`src/rtl/spi_flag_pkg.sv`:
```
package spi_flag_pkg;
  // Strobes from the sequence control to the flag datapath.
  typedef struct packed {
    logic modfHit;  // fault condition seen this cycle
    logic clrModf;  // mode-fault clear sequence completed
    logic clrOvr;   // overrun clear sequence completed
    logic setCrc;   // CRC mismatch reported
    logic clrCrc;   // status write of 0 to the CRC-error bit
  } flagStrobes_t;
endpackage

```
`src/rtl/spi_flag_ctrl.sv`:
```
module spi_flag_ctrl
  import spi_flag_pkg::*;
(
  input  logic         clk,
  input  logic         rstN,
  input  logic         nssPin,
  input  logic         nssHwMode,
  input  logic         ssiBit,
  input  logic         masterSel,
  input  logic         modfFlag,
  input  logic         ovrFlag,
  input  logic         ctrlWr,
  input  logic         stsRd,
  input  logic         stsWr,
  input  logic         stsWrCrcErr,
  input  logic         datRd,
  input  logic         crcCheck,
  input  logic         crcOk,
  output flagStrobes_t strb
);
  logic modfArm;
  logic ovrArm;
  logic selLost;
  logic stsAny;

  assign stsAny  = stsRd | stsWr;
  assign selLost = nssHwMode ? ~nssPin : ~ssiBit;

  always_comb begin
    strb         = '0;
    strb.modfHit = masterSel & selLost;
    strb.clrModf = modfFlag & modfArm & ctrlWr;
    strb.clrOvr  = ovrFlag & ovrArm & stsRd;
    strb.setCrc  = crcCheck & ~crcOk;
    strb.clrCrc  = stsWr & ~stsWrCrcErr;
  end

  // Mode-fault clear: status access arms, control write completes, data read aborts.
  always_ff @(posedge clk or negedge rstN) begin
    if (!rstN)                 modfArm <= 1'b0;
    else if (!modfFlag)        modfArm <= 1'b0;
    else if (strb.clrModf)     modfArm <= 1'b0;
    else if (stsAny)           modfArm <= 1'b1;
    else if (datRd || ctrlWr)  modfArm <= 1'b0;
  end

  // Overrun clear: data read arms, status read completes, status write aborts.
  always_ff @(posedge clk or negedge rstN) begin
    if (!rstN)                ovrArm <= 1'b0;
    else if (!ovrFlag)        ovrArm <= 1'b0;
    else if (strb.clrOvr)     ovrArm <= 1'b0;
    else if (datRd)           ovrArm <= 1'b1;
    else if (stsAny)          ovrArm <= 1'b0;
  end

  // the fault flag only falls through a control write
  a_r6_modf_clear_by_ctrl: assert property (@(posedge clk) disable iff (!rstN)
    $fell(modfFlag) |-> $past(ctrlWr));
  // the overrun flag only falls through a status read
  a_r9_ovr_clear_by_sts: assert property (@(posedge clk) disable iff (!rstN)
    $fell(ovrFlag) |-> $past(stsRd));
endmodule

```
`src/rtl/spi_flag_dp.sv`:
```
module spi_flag_dp
  import spi_flag_pkg::*;
#(
  parameter int DATA_W = 16
) (
  input  logic              clk,
  input  logic              rstN,
  input  flagStrobes_t      strb,
  input  logic              ctrlWr,
  input  logic              wrEnable,
  input  logic              wrMaster,
  input  logic              datRd,
  input  logic              datWr,
  input  logic              txTaken,
  input  logic              rxValid,
  input  logic [DATA_W-1:0] rxWord,
  input  logic              teIntEn,
  input  logic              rneIntEn,
  input  logic              errIntEn,
  output logic              periphEn,
  output logic              masterSel,
  output logic              txEmpty,
  output logic              rxNotEmpty,
  output logic              modeFault,
  output logic              overrun,
  output logic              crcError,
  output logic [DATA_W-1:0] rxData,
  output logic              irq
);
  logic ctrlLock;
  logic rxAccept;
  logic rxDrop;

  assign rxAccept = rxValid & (~rxNotEmpty | datRd);
  assign rxDrop   = rxValid & rxNotEmpty & ~datRd;

  // Enable, master-select and the write lock.
  always_ff @(posedge clk or negedge rstN) begin
    if (!rstN) begin
      periphEn  <= 1'b0;
      masterSel <= 1'b0;
      modeFault <= 1'b0;
      ctrlLock  <= 1'b0;
    end else if (strb.modfHit) begin
      periphEn  <= 1'b0;
      masterSel <= 1'b0;
      modeFault <= 1'b1;
      ctrlLock  <= 1'b1;
    end else begin
      if (strb.clrModf) begin
        modeFault <= 1'b0;
        ctrlLock  <= 1'b0;
      end
      if (ctrlWr && !ctrlLock) begin
        periphEn  <= wrEnable;
        masterSel <= wrMaster;
      end
    end
  end

  // Receive holding register, not-empty and overrun.
  always_ff @(posedge clk or negedge rstN) begin
    if (!rstN) begin
      rxData     <= '0;
      rxNotEmpty <= 1'b0;
      overrun    <= 1'b0;
    end else begin
      if (rxAccept) begin
        rxData     <= rxWord;
        rxNotEmpty <= 1'b1;
      end else if (datRd) begin
        rxNotEmpty <= 1'b0;
      end
      if (rxDrop)           overrun <= 1'b1;
      else if (strb.clrOvr) overrun <= 1'b0;
    end
  end

  // CRC error and transmit empty: set has priority.
  always_ff @(posedge clk or negedge rstN) begin
    if (!rstN) begin
      crcError <= 1'b0;
      txEmpty  <= 1'b0;
    end else begin
      if (strb.setCrc)      crcError <= 1'b1;
      else if (strb.clrCrc) crcError <= 1'b0;
      if (txTaken)          txEmpty <= 1'b1;
      else if (datWr)       txEmpty <= 1'b0;
    end
  end

  assign irq = (txEmpty & teIntEn) | (rxNotEmpty & rneIntEn) |
               (errIntEn & (modeFault | overrun | crcError));

  // a new fault leaves the unit off and in slave mode
  a_r3_r4_fault_forces_off: assert property (@(posedge clk) disable iff (!rstN)
    $rose(modeFault) |-> (!periphEn && !masterSel));
  // a set fault blocks both bits for the following cycle
  a_r5_locked_off: assert property (@(posedge clk) disable iff (!rstN)
    modeFault |=> (!periphEn && !masterSel));
  // a word into an empty buffer marks it full
  a_r7_capture_sets_rne: assert property (@(posedge clk) disable iff (!rstN)
    (rxValid && !rxNotEmpty) |=> rxNotEmpty);
  // a dropped word leaves the held data alone
  a_r8_drop_keeps_data: assert property (@(posedge clk) disable iff (!rstN)
    (rxValid && rxNotEmpty && !datRd) |=> ($stable(rxData) && overrun));
  // an enabled error flag always requests an interrupt
  a_r12_err_irq: assert property (@(posedge clk) disable iff (!rstN)
    (errIntEn && (crcError || overrun || modeFault)) |-> irq);
endmodule

```
`src/rtl/spi_err_irq.sv`:
```
module spi_err_irq
  import spi_flag_pkg::*;
#(
  parameter int DATA_W = 16
) (
  input  logic              clk,
  input  logic              rstN,
  input  logic              nssPin,
  input  logic              nssHwMode,
  input  logic              ssiBit,
  input  logic              ctrlWr,
  input  logic              wrEnable,
  input  logic              wrMaster,
  input  logic              stsRd,
  input  logic              stsWr,
  input  logic              stsWrCrcErr,
  input  logic              datRd,
  input  logic              datWr,
  input  logic              txTaken,
  input  logic              rxValid,
  input  logic [DATA_W-1:0] rxWord,
  input  logic              crcCheck,
  input  logic              crcOk,
  input  logic              teIntEn,
  input  logic              rneIntEn,
  input  logic              errIntEn,
  output logic              periphEn,
  output logic              masterSel,
  output logic              txEmpty,
  output logic              rxNotEmpty,
  output logic              modeFault,
  output logic              overrun,
  output logic              crcError,
  output logic [DATA_W-1:0] rxData,
  output logic              irq
);
  flagStrobes_t strb;

  spi_flag_ctrl uCtrl (
    .clk(clk), .rstN(rstN), .nssPin(nssPin), .nssHwMode(nssHwMode),
    .ssiBit(ssiBit), .masterSel(masterSel), .modfFlag(modeFault),
    .ovrFlag(overrun), .ctrlWr(ctrlWr), .stsRd(stsRd), .stsWr(stsWr),
    .stsWrCrcErr(stsWrCrcErr), .datRd(datRd), .crcCheck(crcCheck),
    .crcOk(crcOk), .strb(strb)
  );

  spi_flag_dp #(.DATA_W(DATA_W)) uDp (
    .clk(clk), .rstN(rstN), .strb(strb), .ctrlWr(ctrlWr),
    .wrEnable(wrEnable), .wrMaster(wrMaster), .datRd(datRd), .datWr(datWr),
    .txTaken(txTaken), .rxValid(rxValid), .rxWord(rxWord),
    .teIntEn(teIntEn), .rneIntEn(rneIntEn), .errIntEn(errIntEn),
    .periphEn(periphEn), .masterSel(masterSel), .txEmpty(txEmpty),
    .rxNotEmpty(rxNotEmpty), .modeFault(modeFault), .overrun(overrun),
    .crcError(crcError), .rxData(rxData), .irq(irq)
  );
endmodule

```
`config.mk`:
```
export PLATFORM = sky130hd
export DESIGN_NAME = spi_err_irq
export DESIGN_NICKNAME = d
export VERILOG_FILES = /design/src/rtl/spi_flag_pkg.sv /design/src/rtl/spi_flag_ctrl.sv /design/src/rtl/spi_flag_dp.sv /design/src/rtl/spi_err_irq.sv
export SDC_FILE = /design/constraint.sdc
export NUM_CORES = 1
export LEC_CHECK = 0
export ABC_AREA = 0
export BUFFER_PORTS_ARGS = -buffer_cell sky130_fd_sc_hd__buf_4
export CAP_MARGIN = 30
export CORE_MARGIN = 4
export CORE_UTILIZATION = 42
export CTS_CLUSTER_DIAMETER = 150
export DETAILED_ROUTE_END_ITERATION = 10
export HOLD_SLACK_MARGIN = 0.06
export PLACE_DENSITY = 0.87
export SLEW_MARGIN = 25
export SYNTH_ARGS = -nofsm -noshare
export SYNTH_HDL_FRONTEND = slang
export SYNTH_SLANG_ARGS = --single-unit
export TNS_END_PERCENT = 50
```
`constraint.sdc`:
```
create_clock -name clk -period 1.4 [get_ports clk]
set_input_delay 0.14 -clock clk [delete_from_list [all_inputs] [get_ports clk]]
set_output_delay 0.14 -clock clk [all_outputs]
set_load 0.1 [all_outputs]
```
==> flow_metrics.env <==
export IMPL_clock_path_buffers=2
export IMPL_fin_crit_sh_pct=100.7
export IMPL_crit_buf_inv=1
export IMPL_cap_violations=0
export IMPL_synth_top_area_cell="dfrtp_1"
export IMPL_netlist_top_cells_area="dfrtp_1 (60%), mux2_4 (14%), mux2_2 (6.5%)"
export IMPL_grt_usage_pct=16.39
export IMPL_syn_to_final_growth_pct=68.46
export IMPL_worstSkewPairLatency_ps=300
export IMPL_rsz0062_at_grt="true"
export IMPL_timing_final_ws_setup_ps=-10.10
export IMPL_totalWireLength_mm=2.747
export IMPL_start_kind="flop"
export IMPL_drtPass1Iterations=3
export IMPL_fmax_mhz=709.2
export IMPL_tightestPinTransition_ps=305.5
export IMPL_nNetsFinal=194
export IMPL_postSynthCellCount=75
export IMPL_ys_ff_latch=25
export IMPL_avgViaCountPerCell=4.622
export IMPL_clkTransAtPathRegs_ps=130
export IMPL_slew_headroom_pct=79.63
export IMPL_grt_max_degree=26
export IMPL_drc=0
export IMPL_cts_buffers=3
export IMPL_num_rows=17
export IMPL_whs_path_depth=3
export IMPL_vias=855
export IMPL_r2r_end="uDp.rxData[11]"
export IMPL_grt_pass1_vias=927
export IMPL_grt_pass1_wl_mm=4.271
export IMPL_htree_levels=1
export IMPL_ant_nets=0
export IMPL_finalClockSkew_ps=7.318
export IMPL_antenna_found_initial=0
export IMPL_slowest_stage="dfrtp_2"
export IMPL_dieArea_um2=3356
export IMPL_fin_util_pct=76.80
export IMPL_status="finished, violations left"
export IMPL_gr_total_overflow=0
export IMPL_drtIter0Drc=17
export IMPL_synth_fa_ha_area_share_pct=0
export IMPL_failed_checks="setup timing"
export IMPL_n_antenna_cell=0
export IMPL_rrSetupSlack_ps=50
export IMPL_synth_simple_gate_area_share_pct=8.602
export IMPL_cts_num_sinks=25
export IMPL_leakage_nw=0.9014
export IMPL_slowest_delay_ps=440
export IMPL_wl_per_cell_um=14.85
export IMPL_place_hpwl_mm=1.895
export IMPL_min_period_ps=1410
export IMPL_synth_warnings=0
export IMPL_hold_viol=0
export IMPL_synth_yosys_seq_area_share_pct=59.74
export IMPL_hold_class="in -> reg"
export IMPL_rr_worst_depth=4
export IMPL_die_h_um=57.94
export IMPL_rr_startpoint="uDp.rxNotEmpty"
export IMPL_portBuffers=59
export IMPL_critical_path_peak_fanout=2
export IMPL_setup_viol=1
export IMPL_core_um2=2297
export IMPL_min_delay_start="stsRd"
export IMPL_synth_xor_area_share_pct=0
export IMPL_cp_arrival_ps=1270
export IMPL_clock_root_buffer="clkbuf_4"
export IMPL_p_per_area_nw_per_um2=1647
export IMPL_crit_path_end_kind="output pin"
export IMPL_vdd_drop_max_v=0.001761
export IMPL_syn_area_um2=1047
export IMPL_io_pins=60
export IMPL_die_w_um=57.94
export IMPL_holdWs_ps=68.96
export IMPL_cp_top_family="flip-flops"
export IMPL_synthMuxAreaShare_pct=22.70
export IMPL_cts_tree="done"
export IMPL_critPathKind="reg -> out"
export IMPL_avgSynthCellArea_um2=13.96
export IMPL_hold_end="uCtrl.modfArm"
export IMPL_synth_compound_area_share_pct=5.257
export IMPL_slew_violations=0
export IMPL_synth_distinct_cells=19
export IMPL_cp_required_ps=1260
export IMPL_synth_top_cell_area_share_pct=59.74
export IMPL_drive_gt1_share_pct=58.60
export IMPL_pre_cts_slack_ps=172.4
export IMPL_synth_top_family_by_area="multiplexers"
export IMPL_start_util_pct=45.59
export IMPL_n_fill_cell=134
export IMPL_synth_fp_nets=111
export IMPL_crit_chain="o31ai_4 -> nand2_2 -> buf_12"
export IMPL_gp_congestion=0.7941
-- synthesized netlist by cell type, drive strengths merged --
master   n
mux2i    2
o31ai    1
dfrtp   25
nand2   10
a21o     1
a22oi    1
mux2    16
nor2     3
a21oi    2
a211oi   1
inv      5
and2     1
buf      1
o21ai    3
nand2b   2
nand3b   1
-- per-stage QoR --
stage                     TNS, ps  instance area [um^2]  total power, mW  cells
after global routing       -61.30                  1764            3.027    185
after CTS                 -0.6195                  1699            2.899    178
after detailed placement        0                  1516            2.510    161
after global placement          0                  1516            2.478    161
after floorplan            -42.23                  1059            2.140     75
final                      -10.10                  1764            2.905    185
-- where the power goes --
part           total [mW]  internal (mW)  switching (mW)
Sequential          0.979          0.874           0.105
Clock               0.302          0.111           0.191
Combinational        1.62          0.445            1.18
Total                2.91           1.43            1.48
-- flip-flops by register name, indices dropped and copies added (netlist names) --
signal and count:
uDp.rxData 16, uCtrl.modfArm 1, uCtrl.ovrArm 1, uDp.crcError 1, uDp.masterSel 1, uDp.modeFault 1
uDp.overrun 1, uDp.periphEn 1, uDp.rxNotEmpty 1, uDp.txEmpty 1
-- cell usage in the layout, fill, tap and decap left out, drive strengths merged, types with 2 or more instances in the layout --
master and instances:
nand2b 2, dlygate4sd3 16, mux2i 2, o21ai 3
a21oi 2, mux2 16, nand2 10, nor2 3
dfrtp 25, buf 63, inv 5, clkbuf 4
-- timing repair --
action,4_1_cts,5_1_grt
gates cloned,0,0
hold buffers,11,5
endpoints found under the hold margin,35,5
resized for setup,6,0
endpoints found under the setup margin,1,1
setup buffers,2,2
pin swaps,1,1
-- kinds of logic (layout without fill, tap and decap cells) --
family,Yosys count,in the layout
muxes,18,18
DFF,25,25
and+or+nand+nor,17,17
buffers and inverters,6,88
AOI/OAI and AO/OA,9,9
-- cell type report --
cell class                      instances  area [um^2]  area share [%]
Tap cell                               28        35.03           1.986
Sequential cell                        25        634.4           35.96
Timing Repair Buffer                   79        645.6           36.60
Multi-Input combinational cell         44        404.1           22.91
Clock buffer                            4        26.28           1.489
Inverter                                5        18.77           1.064
-- how the worst max path moves through the flow --
stage                               from             end  slack, ps  cells past startpoint
after global routing         uDp.overrun             irq        -60                      3
after CTS                    uDp.overrun             irq       -0.6                      3
after global placement    uDp.rxNotEmpty   uDp.rxData[4]        210                      3
after floorplan            uDp.modeFault             irq        -40                      2
final                        uDp.overrun             irq        -10                      3
after detailed placement  uDp.rxNotEmpty  uDp.rxData[12]        170                      3
-- worst reg2reg max path, cell delays in order (launching register included) --
cell,delay (ps)
dfrtp_4,510
buf_4,150
nand2b_4,80
nand2_4,170
mux2_4,350
-- per-layer routing --
metal	routed length, um	up-vias	GRT usage [%]
met5	0	-	0
met4	27	0	5.960
met3	187	2	2.673
met2	1454	34	30.48
met1	1077	399	18.69
li1	-	420	-
Power figures use the tool's default switching activity.
